===== src/rtl/ser_tx_pkg.sv =====
// Package: shared types and constants for the serial transmitter.
// Assumes characters are at most 8 bits wide.
package ser_tx_pkg;

    // Sequencer states.
    typedef enum logic [1:0] {
        ST_IDLE = 2'd0,
        ST_WAIT = 2'd1,
        ST_SEND = 2'd2
    } tx_state_t;

    // Character length codes seen on cfg_char_len.
    localparam logic [1:0] LEN_SHORT = 2'd0;   // two bits fewer than DATA_W
    localparam logic [1:0] LEN_MID   = 2'd1;   // one bit fewer than DATA_W

    // Parity rule codes seen on cfg_par_mode.
    localparam logic [1:0] PAR_INV_XOR = 2'd0;
    localparam logic [1:0] PAR_XOR     = 2'd1;
    localparam logic [1:0] PAR_ONE     = 2'd2;
    localparam logic [1:0] PAR_ZERO    = 2'd3;

endpackage


===== src/rtl/ser_tx_baud.sv =====
// Module: baud tick generator.
// A free-running counter that pulses tick for one cycle when it equals
// the divisor {div_hi, div_lo}, and clears on that same cycle.
// Assumes the divisor is quasi-static; a divisor lowered below the
// current count makes the counter wrap once before ticking again.
module ser_tx_baud #(
    parameter int HI_W = 8,
    parameter int LO_W = 16
) (
    input  logic            clk,
    input  logic            rst_n,
    input  logic [HI_W-1:0] div_hi,
    input  logic [LO_W-1:0] div_lo,
    output logic            tick
);
    localparam int CNT_W = HI_W + LO_W;

    logic [CNT_W-1:0] cnt_q;
    logic [CNT_W-1:0] div_full;

    // Join the two divisor parts, high part on top.
    assign div_full = {div_hi, div_lo};
    assign tick     = (cnt_q == div_full);

    // Count clock cycles and clear on each tick.
    always_ff @(posedge clk) begin
        if (!rst_n) begin
            cnt_q <= '0;
        end else if (tick) begin
            cnt_q <= '0;
        end else begin
            cnt_q <= cnt_q + 1'b1;
        end
    end
endmodule


===== src/rtl/ser_tx_frame_build.sv =====
// Module: frame builder.
// Purely combinational. From a character and the frame-shape inputs it
// forms the full bit sequence (LSB is sent first) and its length in bits.
// Bit positions past the frame length are 1, so stop bits come for free.
// Assumes DATA_W >= 3, so that the short character length is at least 1 bit.
module ser_tx_frame_build
    import ser_tx_pkg::*;
#(
    parameter int DATA_W  = 8,
    parameter int FRAME_W = DATA_W + 4,
    parameter int LEN_W   = $clog2(FRAME_W + 1)
) (
    input  logic [DATA_W-1:0]  data,
    input  logic [1:0]         char_len,
    input  logic               par_en,
    input  logic [1:0]         par_mode,
    input  logic               two_stop,
    output logic [FRAME_W-1:0] frame,
    output logic [LEN_W-1:0]   frame_len
);
    logic [LEN_W-1:0]  n_data;
    logic [DATA_W-1:0] data_mask;
    logic              xor_bits;
    logic              par_bit;

    // Decode the character length code into a data bit count.
    always_comb begin
        case (char_len)
            LEN_SHORT: n_data = LEN_W'(DATA_W - 2);
            LEN_MID:   n_data = LEN_W'(DATA_W - 1);
            default:   n_data = LEN_W'(DATA_W);
        endcase
    end

    // Mask selecting the active data bits.
    always_comb begin
        for (int i = 0; i < DATA_W; i++) begin
            data_mask[i] = (LEN_W'(i) < n_data);
        end
    end

    // Choose the parity bit from the selected rule.
    always_comb begin
        xor_bits = ^(data & data_mask);
        case (par_mode)
            PAR_XOR:     par_bit = xor_bits;
            PAR_INV_XOR: par_bit = ~xor_bits;
            PAR_ONE:     par_bit = 1'b1;
            default:     par_bit = 1'b0;
        endcase
    end

    // Place start, data and parity bits; everything else stays 1.
    always_comb begin
        frame    = '1;
        frame[0] = 1'b0;
        for (int k = 1; k < FRAME_W; k++) begin
            if (LEN_W'(k) <= n_data) begin
                frame[k] = data[k-1];
            end else if (par_en && (LEN_W'(k) == n_data + 1'b1)) begin
                frame[k] = par_bit;
            end
        end
    end

    // Total bit periods: start + data + parity + stop bits.
    assign frame_len = LEN_W'(1) + n_data + LEN_W'(par_en)
                     + (two_stop ? LEN_W'(2) : LEN_W'(1));
endmodule


===== src/rtl/ser_tx_fsm.sv =====
// Module: transmit sequencer.
// Captures a built frame on handshake acceptance, waits for a baud tick
// (and clear-to-send when flow control was enabled), then shifts one bit
// onto the line per tick. After the last stop bit has been held for a full
// period it returns to idle with the line at 1.
// Assumes tick is a one-cycle pulse.
module ser_tx_fsm
    import ser_tx_pkg::*;
#(
    parameter int FRAME_W = 12,
    parameter int LEN_W   = 4
) (
    input  logic               clk,
    input  logic               rst_n,
    input  logic               in_valid,
    input  logic [FRAME_W-1:0] frame_in,
    input  logic [LEN_W-1:0]   len_in,
    input  logic               flow_en,
    input  logic               cts_n,
    input  logic               tick,
    output logic               in_ready,
    output logic               busy,
    output logic               txd,
    output logic               flow_q
);
    tx_state_t          st_q;
    logic [FRAME_W-1:0] shift_q;
    logic [LEN_W-1:0]   left_q;
    logic               go_ok;

    // Start may go ahead when the gate is off or clear-to-send is low.
    assign go_ok    = !flow_q || !cts_n;
    assign in_ready = (st_q == ST_IDLE);
    assign busy     = (st_q != ST_IDLE);

    // State, shift register, remaining-bit count and line register.
    always_ff @(posedge clk) begin
        if (!rst_n) begin
            st_q    <= ST_IDLE;
            shift_q <= '1;
            left_q  <= '0;
            flow_q  <= 1'b0;
            txd     <= 1'b1;
        end else begin
            case (st_q)
                ST_IDLE: begin
                    if (in_valid) begin
                        shift_q <= frame_in;
                        left_q  <= len_in;
                        flow_q  <= flow_en;
                        st_q    <= ST_WAIT;
                    end
                end
                ST_WAIT: begin
                    if (tick && go_ok) begin
                        txd     <= shift_q[0];
                        shift_q <= {1'b1, shift_q[FRAME_W-1:1]};
                        left_q  <= left_q - 1'b1;
                        st_q    <= ST_SEND;
                    end
                end
                ST_SEND: begin
                    if (tick) begin
                        if (left_q == '0) begin
                            txd  <= 1'b1;
                            st_q <= ST_IDLE;
                        end else begin
                            txd     <= shift_q[0];
                            shift_q <= {1'b1, shift_q[FRAME_W-1:1]};
                            left_q  <= left_q - 1'b1;
                        end
                    end
                end
                default: begin
                    st_q <= ST_IDLE;
                    txd  <= 1'b1;
                end
            endcase
        end
    end
endmodule


===== src/rtl/ser_tx.sv =====
// Module: serial character transmitter, top level.
// Ties together the baud tick generator, the frame builder and the
// transmit sequencer. Configuration inputs are read when a character is
// accepted, except the divisor, which is used live.
// Assumes a single clock domain and a synchronous active-low reset.
module ser_tx
    import ser_tx_pkg::*;
#(
    parameter int HI_W   = 8,
    parameter int LO_W   = 16,
    parameter int DATA_W = 8
) (
    input  logic              clk,
    input  logic              rst_n,
    input  logic [HI_W-1:0]   cfg_div_hi,
    input  logic [LO_W-1:0]   cfg_div_lo,
    input  logic [1:0]        cfg_char_len,
    input  logic              cfg_par_en,
    input  logic [1:0]        cfg_par_mode,
    input  logic              cfg_two_stop,
    input  logic              cfg_flow_en,
    input  logic              cts_n,
    input  logic              in_valid,
    input  logic [DATA_W-1:0] in_data,
    output logic              in_ready,
    output logic              txd,
    output logic              busy
);
    localparam int FRAME_W = DATA_W + 4;
    localparam int LEN_W   = $clog2(FRAME_W + 1);

    logic               tick;
    logic               fc_lat;
    logic [FRAME_W-1:0] frame_w;
    logic [LEN_W-1:0]   len_w;

    // Bit-period tick source.
    ser_tx_baud #(
        .HI_W (HI_W),
        .LO_W (LO_W)
    ) u_baud (
        .clk    (clk),
        .rst_n  (rst_n),
        .div_hi (cfg_div_hi),
        .div_lo (cfg_div_lo),
        .tick   (tick)
    );

    // Frame assembly from the offered character and live shape inputs.
    ser_tx_frame_build #(
        .DATA_W  (DATA_W),
        .FRAME_W (FRAME_W),
        .LEN_W   (LEN_W)
    ) u_build (
        .data      (in_data),
        .char_len  (cfg_char_len),
        .par_en    (cfg_par_en),
        .par_mode  (cfg_par_mode),
        .two_stop  (cfg_two_stop),
        .frame     (frame_w),
        .frame_len (len_w)
    );

    // Handshake, flow-control gate and bit shifting.
    ser_tx_fsm #(
        .FRAME_W (FRAME_W),
        .LEN_W   (LEN_W)
    ) u_fsm (
        .clk      (clk),
        .rst_n    (rst_n),
        .in_valid (in_valid),
        .frame_in (frame_w),
        .len_in   (len_w),
        .flow_en  (cfg_flow_en),
        .cts_n    (cts_n),
        .tick     (tick),
        .in_ready (in_ready),
        .busy     (busy),
        .txd      (txd),
        .flow_q   (fc_lat)
    );
endmodule


===== config.mk =====
export PLATFORM = sky130hd
export DESIGN_NAME = ser_tx
export DESIGN_NICKNAME = d
export VERILOG_FILES = /design/src/rtl/ser_tx_pkg.sv /design/src/rtl/ser_tx_baud.sv /design/src/rtl/ser_tx_frame_build.sv /design/src/rtl/ser_tx_fsm.sv /design/src/rtl/ser_tx.sv
export SDC_FILE = /design/constraint.sdc
export NUM_CORES = 1
export LEC_CHECK = 0
export ABC_AREA = 1
export CELL_PAD_IN_SITES_DETAIL_PLACEMENT = 0
export CELL_PAD_IN_SITES_GLOBAL_PLACEMENT = 1
export CORE_ASPECT_RATIO = 1.75
export CORE_MARGIN = 2
export CORE_UTILIZATION = 25
export CTS_BUF_LIST = sky130_fd_sc_hd__clkbuf_4
export DETAILED_ROUTE_END_ITERATION = 6
export PLACE_DENSITY = 0.57
export SLEW_MARGIN = 40
export SYNTH_ARGS = -nofsm -noshare
export SYNTH_HDL_FRONTEND = slang
export SYNTH_SLANG_ARGS = --single-unit

===== constraint.sdc =====
create_clock -name clk -period 2.66 [get_ports clk]
set_clock_uncertainty 0.15 [all_clocks]
set_input_delay 0.266 -clock clk [delete_from_list [all_inputs] [get_ports clk]]
set_output_delay 0.266 -clock clk [all_outputs]
set_load 0.005 [all_outputs]

After elaboration in Yosys (flattened, before gate mapping) --
Cells that the tools add are included.
Storage, ports and cells: bits in registers 44, bits of input ports 43, output and inout bits 3, logic and storage cells 127
Cells by class: add/sub/neg operators 5, $lt $le $gt $ge 19, equality and inequality tests 22, multiplexer cells 44, bitwise logic cells 4, reduce and logical (&&, ||, !) cells 27
Operator list (number):
- 12-bit 2-to-1 mux | 4
- 12-bit one-hot mux with 3 select lines | 1
- 1-bit 2-to-1 mux | 25
- 24-bit by 1-bit adder with 24-bit output, second input constant | 1
- 24-bit equality test | 1
- 3-bit by 4-bit equality test with 1-bit output, first input constant | 4
- 4-bit equality test, first input constant | 4
- 3-bit by 4-bit less-or-equal comparator with 1-bit output, first input constant | 4
- 4-bit less-or-equal comparator, first input constant | 4
- 3-bit by 4-bit less-than comparator with 1-bit output, first input constant | 4
- 4-bit 2-to-1 mux | 4
- 1-bit logical AND | 12
- 4-bit one-hot mux with 3 select lines | 1
- 2-bit 2-to-1 mux | 5
- 8-bit AND | 1
- 2-bit by 4-bit equality test with 1-bit output, first input constant | 2
- 2-bit by 4-bit less-or-equal comparator with 1-bit output, first input constant | 2
- 1-bit by 4-bit less-than comparator with 1-bit output, first input constant | 2
- 2-bit by 4-bit less-than comparator with 1-bit output, first input constant | 2
- 4-bit one-hot mux with 2 select lines | 1
- 8-bit parity | 1
- 2-bit by 1-bit equality test with 1-bit output, second input constant | 3
- 2-bit logical NOT | 3
- 2-bit by 1-bit != test with 1-bit output, second input constant | 3
- other kinds (21) | 27

Logic depth before layout (Yosys ltp) --
Gate-level depths: netlist of run 1.
word-level depth 11, gate-level depth with buffers 15, gate-level depth less buffers 15

Cells and area by module --
Synthesis of run 1 repeated with hierarchy kept, for this count alone.
Unflattened totals: cells, all modules 542, area, all modules 3311.9 µm²
By module, submodules not included:
- ser_tx_baud | times used 1, cells an instance 276, area an instance 1674.1 µm², sequential area each 480.5 µm²
- ser_tx_fsm | times used 1, cells an instance 181, area an instance 1202.4 µm², sequential area each 400.4 µm²
- ser_tx_frame_build | times used 1, cells an instance 85, area an instance 435.4 µm², sequential area each 0.0 µm²

Worst setup path after synthesis of run 1 --
OpenSTA, ideal clock, no wires.
kind input port to flip-flop, start input cfg_par_en, end register u_fsm.left_q[2], library setup time 70 ps, arrival time 1666 ps, required time 2440 ps, setup slack 774 ps, stages 8, buffers on the path 0, cells stage by stage inv_1 -> fa_1 -> fa_1 -> xor2_1 -> nor2_1 -> a31oi_1 -> nand3_1 -> a21oi_1
Between the ends: longest elaborated chain between the ends 4
RTL lines:
- start: declaration | RTL line ser_tx.sv:18 | input logic cfg_par_en,
- 4-bit by 1-bit adder with 4-bit output | RTL line ser_tx_frame_build.sv:67 | assign frame_len = LEN_W'(1) + n_data + LEN_W'(par_en)
- 4-bit adder | RTL line ser_tx_frame_build.sv:68 | + (two_stop ? LEN_W'(2) : LEN_W'(1));
- 4-bit 2-to-1 mux | RTL line ser_tx_fsm.sv:47 | if (in_valid) begin
- 4-bit one-hot mux with 3 select lines | RTL line ser_tx_fsm.sv:45 | case (st_q)
- end signal: assignment | RTL line ser_tx_fsm.sv:49 | left_q <= len_in;
- end signal: assignment | RTL line ser_tx_fsm.sv:58 | left_q <= left_q - 1'b1;
- end signal: assignment | RTL line ser_tx_fsm.sv:70 | left_q <= left_q - 1'b1;
- end: declaration | RTL line ser_tx_fsm.sv:28 | logic [LEN_W-1:0] left_q;
No other way between the ends. The select of a mux whose other input is x is not followed. A chain may end at the register's enable or synchronous reset.

Worst setup path after layout of run 1 --
start register u_fsm.st_q[0], end output busy
Between the ends: longest elaborated chain between the ends 1
RTL lines:
- start: declaration | RTL line ser_tx_fsm.sv:26 | tx_state_t st_q;
- start signal: assignment | RTL line ser_tx_fsm.sv:39 | st_q <= ST_IDLE;
- start signal: assignment | RTL line ser_tx_fsm.sv:51 | st_q <= ST_WAIT;
- start signal: assignment | RTL line ser_tx_fsm.sv:59 | st_q <= ST_SEND;
- 2-bit nonzero test | RTL line ser_tx_fsm.sv:34 | assign busy = (st_q != ST_IDLE);
- end: declaration | RTL line ser_tx.sv:27 | output logic busy
No other way between the ends.

==> impl_metrics.ini, run 1 <==
[critical_path]
crit_path_end_kind = primary output
arrival_ps = 1750
cp_max_fo = 5
critical-path-max-stage-delay_ps = 510
r2r_end = u_baud.cnt_q[22]
cp-start-kind = register
reg2reg_slack_ps = 560
criticalPathCategory = reg -> out
slowest_stage = clkdlybuf4s50_1
cp.required_ps = 2240
crit_top_cell = inv_1
crit-reg2reg-launch = u_baud.cnt_q[0]
path_cells = inv_1 -> ha_1 -> inv_1 -> clkdlybuf4s50_1
reg2regPathDepth = 11

[floorplanning]
core_region_area_um2 = 11040
start_util_pct = 25.55
chipWidth_um = 84.29
ios = 46
dieHeight_um = 144.5
die-area_um2 = 12180
row_count = 51

[cts]
cts_resized = 0
clkSinkCount = 44
cts_tree = yes
clk_latency_ps = 380
clk_pin_slew_ps = 130
htree_levels = 2
cts_buffer_depth = 2
postCtsSetupBuffers = 0
clock-root-buffer = clkbuf_4
holdBufCountCts = 0
cts-buffers-inserted = 5

[global_routing]
antenna_found_initial = 1
track_usage_pct = 12.97
grt_overflow = 0
grt_pass1_wl_um = 12320
grt_pass1_vias = 2662
grt_start_max_net_pins = 21

[timing]
finalCritPeriodShare_pct = 81.56
fin_tns_setup_ps = 0
rsz0062_at_grt = false
period_minus_slack_ps = 2169
hold_violations = 0
finalSetupViolations = 0
final_max_slew_viol_count = 0
relSlewSlack_pct = 78.59
tightest_slew_ps = 318.7
whs_ps = 311.7
max_freq_ghz = 0.4610

[yosys]
synth.distinct_cells = 36
yosysMostFrequentCell = nand2_1
ys_seq_elements = 44
synth-async-reset-ratio_pct = 0
synth_top_area_cell = dfxtp_1
synth_top_area_share_pct = 31.23
syn_nets = 468
postSynthAreaPerCell_um2 = 6.796
synthTopCellsByCount = nand2_1 (106), dfxtp_1 (44), inv_1 (43), nor2_1 (43), nand3_1 (37)
yosysSeqAreaShare_pct = 31.23
synth_flop_cell = dfxtp_1
synth_cells = 415
syn_area_um2 = 2820
synth-edff-count = 0
yosysWarnings = 0
synthTopCellsByArea = dfxtp_1 (31%), nand2_1 (14%), xnor2_1 (7.5%)

[drt]
via_count = 2647
drc = 0
drtIter0Drc = 61
ant_nets = 0
finalWirelength_um = 7443
wl_per_cell_um = 12.47
viasPerCell = 4.434
first_pass_iters = 4

[hold_path]
worst_hold_path_type = in -> reg
min_to = u_fsm.flow_q
worstHoldPathCells = 3
hp-start = cfg_flow_en

[layout]
drive_above_1_share_pct = 7.543
utilization_pct = 31.57
area_growth_pct = 23.56
nNetsFinal = 516

[place]
port_buffers = 45
globalplace.congestion = 0.7492
hpwlAfterDp_um = 6195

[flow_run]
maxCapViolCount = 0

[pwr]
power_leakage_nw = 1.360
total_power_mw = 2.322
ir_drop_mv = 0.3093
p_per_area_nw_per_um2 = 666.2

[status]
outcome = complete, no violations
==> how the worst max path moves through the flow <==
stage                     cells past startpoint              end  slack, ps     startpoint
after floorplan                               8  u_fsm.left_q[2]        770     cfg_par_en
after global placement                        9  u_fsm.left_q[2]        220     cfg_par_en
after detailed placement                      9  u_fsm.left_q[2]        220     cfg_par_en
after CTS                                     4             busy        440  u_fsm.st_q[0]
after global routing                          4             busy        330  u_fsm.st_q[1]
final                                         4             busy        490  u_fsm.st_q[0]
==> area by class of cell <==
cell class,count,area [um2]
antenna,1,2.502
clock buffer,7,52.55
clock inverter,1,3.754
fill,1252,7555
inverter,43,161.4
multi-input combinational,316,1708
sequential,44,880.8
tap,132,165.2
timing repair buffer,53,510.5
==> per-stage QoR <==
| stage | setup WS [ps] | instance area [um2] | cells |
|---|---|---|---|
| 2_1_floorplan | 773.7 | 2820 | 415 |
| 4_1_cts | 441.0 | 3482 | 596 |
| 5_1_grt | 332.3 | 3485 | 597 |
| 3_5_place_dp | 217.4 | 3426 | 588 |
| 6_report | 490.6 | 3485 | 597 |
| 3_3_place_gp | 220.9 | 3426 | 588 |
==> layer usage <==
metal	routed length (um)	share of wire [%]	track usage (%)	up-vias
met4	118	1.6	4.584	0
met1	2545	34	11.49	1189
met3	190	2.6	2.112	9
met2	4588	62	28.07	30
li1	-	-	-	1419
met5	0	0	0	-
==> placed cells by master, fill, tap and decap left out <==
cell,count
nand3b_1,1
diode_2,1
nand2_2,2
nand3_1,37
nor2_1,43
xnor2_1,24
clkdlybuf4s50_1,45
nand2_4,2
nand3_2,2
nor3_1,10
buf_4,8
clkinv_1,1
o21ai_0,12
nor2_2,3
dfxtp_1,44
or2_0,1
fa_1,2
and3_1,1
nor2_4,1
o211ai_1,2
o21bai_1,1
a21oi_1,24
nand2_1,106
xor2_1,9
o21ai_1,1
or2_2,7
inv_1,43
or2_1,1
nor3_4,1
a31oi_1,1
clkbuf_4,7
nor3b_1,3
nor4_1,1
ha_1,8
nand4_1,8
nor3_2,2
==> critical path: cells and delay by family, from the launching register on <==
kind,cells,cell delay [ps]
buffers and inverters,3,720
DFF,1,410
adders and majority gates,1,260
==> state kept, by name, summed over array words and instances, names as in the netlist <==
name,flops
u_baud.cnt_q,24
u_fsm.shift_q,12
u_fsm.left_q,4
u_fsm.st_q,2
u_fsm.flow_q,1
u_fsm.txd,1
==> kinds of logic after synthesis <==
| kind of cell | after synthesis | synth area share, % |
|---|---|---|
| simple gates | 232 | 37.76 |
| xor+xnor | 33 | 10.25 |
| compound gates | 41 | 7.587 |
| flops | 44 | 31.23 |
| fa+ha+maj | 10 | 4.969 |
| buf+inv | 55 | 8.207 |
==> where the power goes <==
part	leakage [nW]	internal (mW)	switching, mW	total [mW]
sequential	0.360	0.794	0.0775	0.872
clock	0.0338	0.122	0.223	0.346
combinational	0.966	0.464	0.640	1.10
Power figures use the tool's default switching activity.
==> run 2, diff against run 1 <==
Clock period 2.66 ns to 2 ns, I/O delays scaled along.
==> run 2 against run 1 <==
- utilization grew 3.9 points
- hold slack worse by 62 ps
- routed wire length grew 3.7%
- combinational power rose by 55%
- sequential share of layout area fell by 2.3 points
- total power rose by 49%
- global-route usage shrank 0.15 points
- setup slack got worse by 410 ps
- register-to-register slack worse by 450 ps
- cell area increased by 12%
==> impl_metrics.ini, run 2 (synthesis gave the netlist of run 1 again) <==
[drt]
via_count = 2821
drc = 0
finalWirelength_um = 7718
first_pass_iters = 4
ant_nets = 0
drtIter0Drc = 49
wl_per_cell_um = 12.15
viasPerCell = 4.443

[layout]
regMostFlops = u_baud.cnt_q
seq_area_um2 = 900.9
largest_register_ff_count = 24
drive_above_1_share_pct = 19.92
final_common_cell = nand2_1
multiInputGateArea_um2 = 1782
instances_no_fill = 635
nNetsFinal = 554
final_cell_mix = nand2_1 (105), clkdlybuf4s50_1 (43), buf_4 (43)
biggestRegsByFlops = u_baud.cnt_q: 24 flops, u_fsm.shift_q: 12 flops, u_fsm.left_q: 4 flops
area_growth_pct = 38.91
fill_cells = 1208

[cts]
clk_pin_slew_ps = 140
htree_levels = 2
cts_buffer_depth = 2
cts_tree = yes
clk_latency_ps = 380
clock-root-buffer = clkbuf_4
holdBufCountCts = 0
cts-buffers-inserted = 5
clkSinkCount = 44

[timing]
hold_violations = 0
rsz0062_at_grt = true
worst_slack_ps = 80.93
whs_ps = 249.9
max_freq_ghz = 0.5211
finalSetupViolations = 0
relSlewSlack_pct = 76.35
final_max_slew_viol_count = 0
period_minus_slack_ps = 1919
tightest_slew_ps = 352.0
finalCritPeriodShare_pct = 95.95

[critical_path]
cp_max_fo = 2
cp-start-kind = primary input
criticalPathCategory = in -> reg
cp.required_ps = 2160
crit_path_end_kind = register
arrival_ps = 2080
reg2reg_slack_ps = 110

[floorplanning]
core_region_area_um2 = 11040
start_util_pct = 25.55
chipWidth_um = 84.29
die-area_um2 = 12180
ios = 46
row_count = 51
dieHeight_um = 144.5

[pwr]
p_per_area_nw_per_um2 = 883.9
power_leakage_nw = 1.587
total_power_mw = 3.463
ir_drop_mv = 0.4408

[global_routing]
grt_pass1_vias = 2790
grt_pass1_wl_um = 12250
grt_overflow = 0
antenna_found_initial = 1
grt_start_max_net_pins = 21
track_usage_pct = 12.82

[place]
hpwlAfterDp_um = 6291
port_buffers = 45
place_inst = 623
dp_worst_setup_slack_ps = -399.6
globalplace.congestion = 0.7521

[hold_path]
worst_hold_path_type = in -> reg

[flow_run]
maxCapViolCount = 0

[status]
outcome = complete, no violations
-- run 2: cell count changes in the layout (fill, tap and decap cells not counted), moves of 3 or more --
cell / before / now
nor2_1: 43 / 37
dfxtp_1: 44 / 34
nor2_2: 3 / 8
buf_4: 8 / 43
dfxtp_2: 0 / 7
dfxtp_4: 0 / 3
-- run 2: path summary, 6_finish.rpt --
check	start	to	depth (start not counted)
hold reg to reg	u_baud.cnt_q[0]	u_baud.cnt_q[0]	1
setup / recovery	cfg_par_en	u_fsm.left_q[2]	9
setup reg to reg	u_baud.cnt_q[6]	u_fsm.shift_q[8]	8
hold / removal	cfg_flow_en	u_fsm.flow_q	3
-- run 2: power breakdown --
part           internal [mW]  switching (mW)  leakage (nW)  total (mW)
clock network          0.261           0.329        0.0412       0.590
registers               1.06           0.109         0.365        1.17
logic                  0.778           0.928          1.18        1.71
-- run 2: metal layers --
layer	global-route usage [%]	share of wire (%)	up-vias
li1	-	-	1498
met1	11.12	35	1277
met2	27.44	60	39
met3	2.226	2.7	7
met4	5.518	2.4	0
met5	0	0	-
-- run 2: worst max-delay path, stage by stage --
cell and delay, ps:
clkdlybuf4s50_1 450, inv_1 60, fa_2 400, fa_1 390, xor2_1 150, nor2_1 50, a31oi_1 140, nand3_1 90
a21oi_1 150
-- run 2: cell type report --
type	count	share of cell area, %
multi-input combinational	316	45.48
sequential	44	23.00
timing repair buffer	91	21.08
tap	132	4.216
inverter	43	4.120
clock inverter	3	1.086
clock buffer	5	0.9582
antenna	1	0.06388
-- run 2: what timing repair did --
action,CTS,global route
setup buffers,0,3
gates cloned,0,1
pin swaps,0,14
hold endpoints to repair,0,0
gates resized for setup,5,32
endpoints found under the setup margin,10,27
-- run 2: per-stage QoR --
| stage | setup TNS, ps | instance area, um2 | util [%] |
|---|---|---|---|
| final | 0 | 3918 | 35.49 |
| after floorplan | 0 | 2820 | - |
| after detailed placement | -9543 | 3689 | 33.41 |
| after CTS | 0 | 3775 | 34.19 |
| after global routing | -20.75 | 3918 | 35.49 |
| after global placement | -9047 | 3689 | 33.41 |
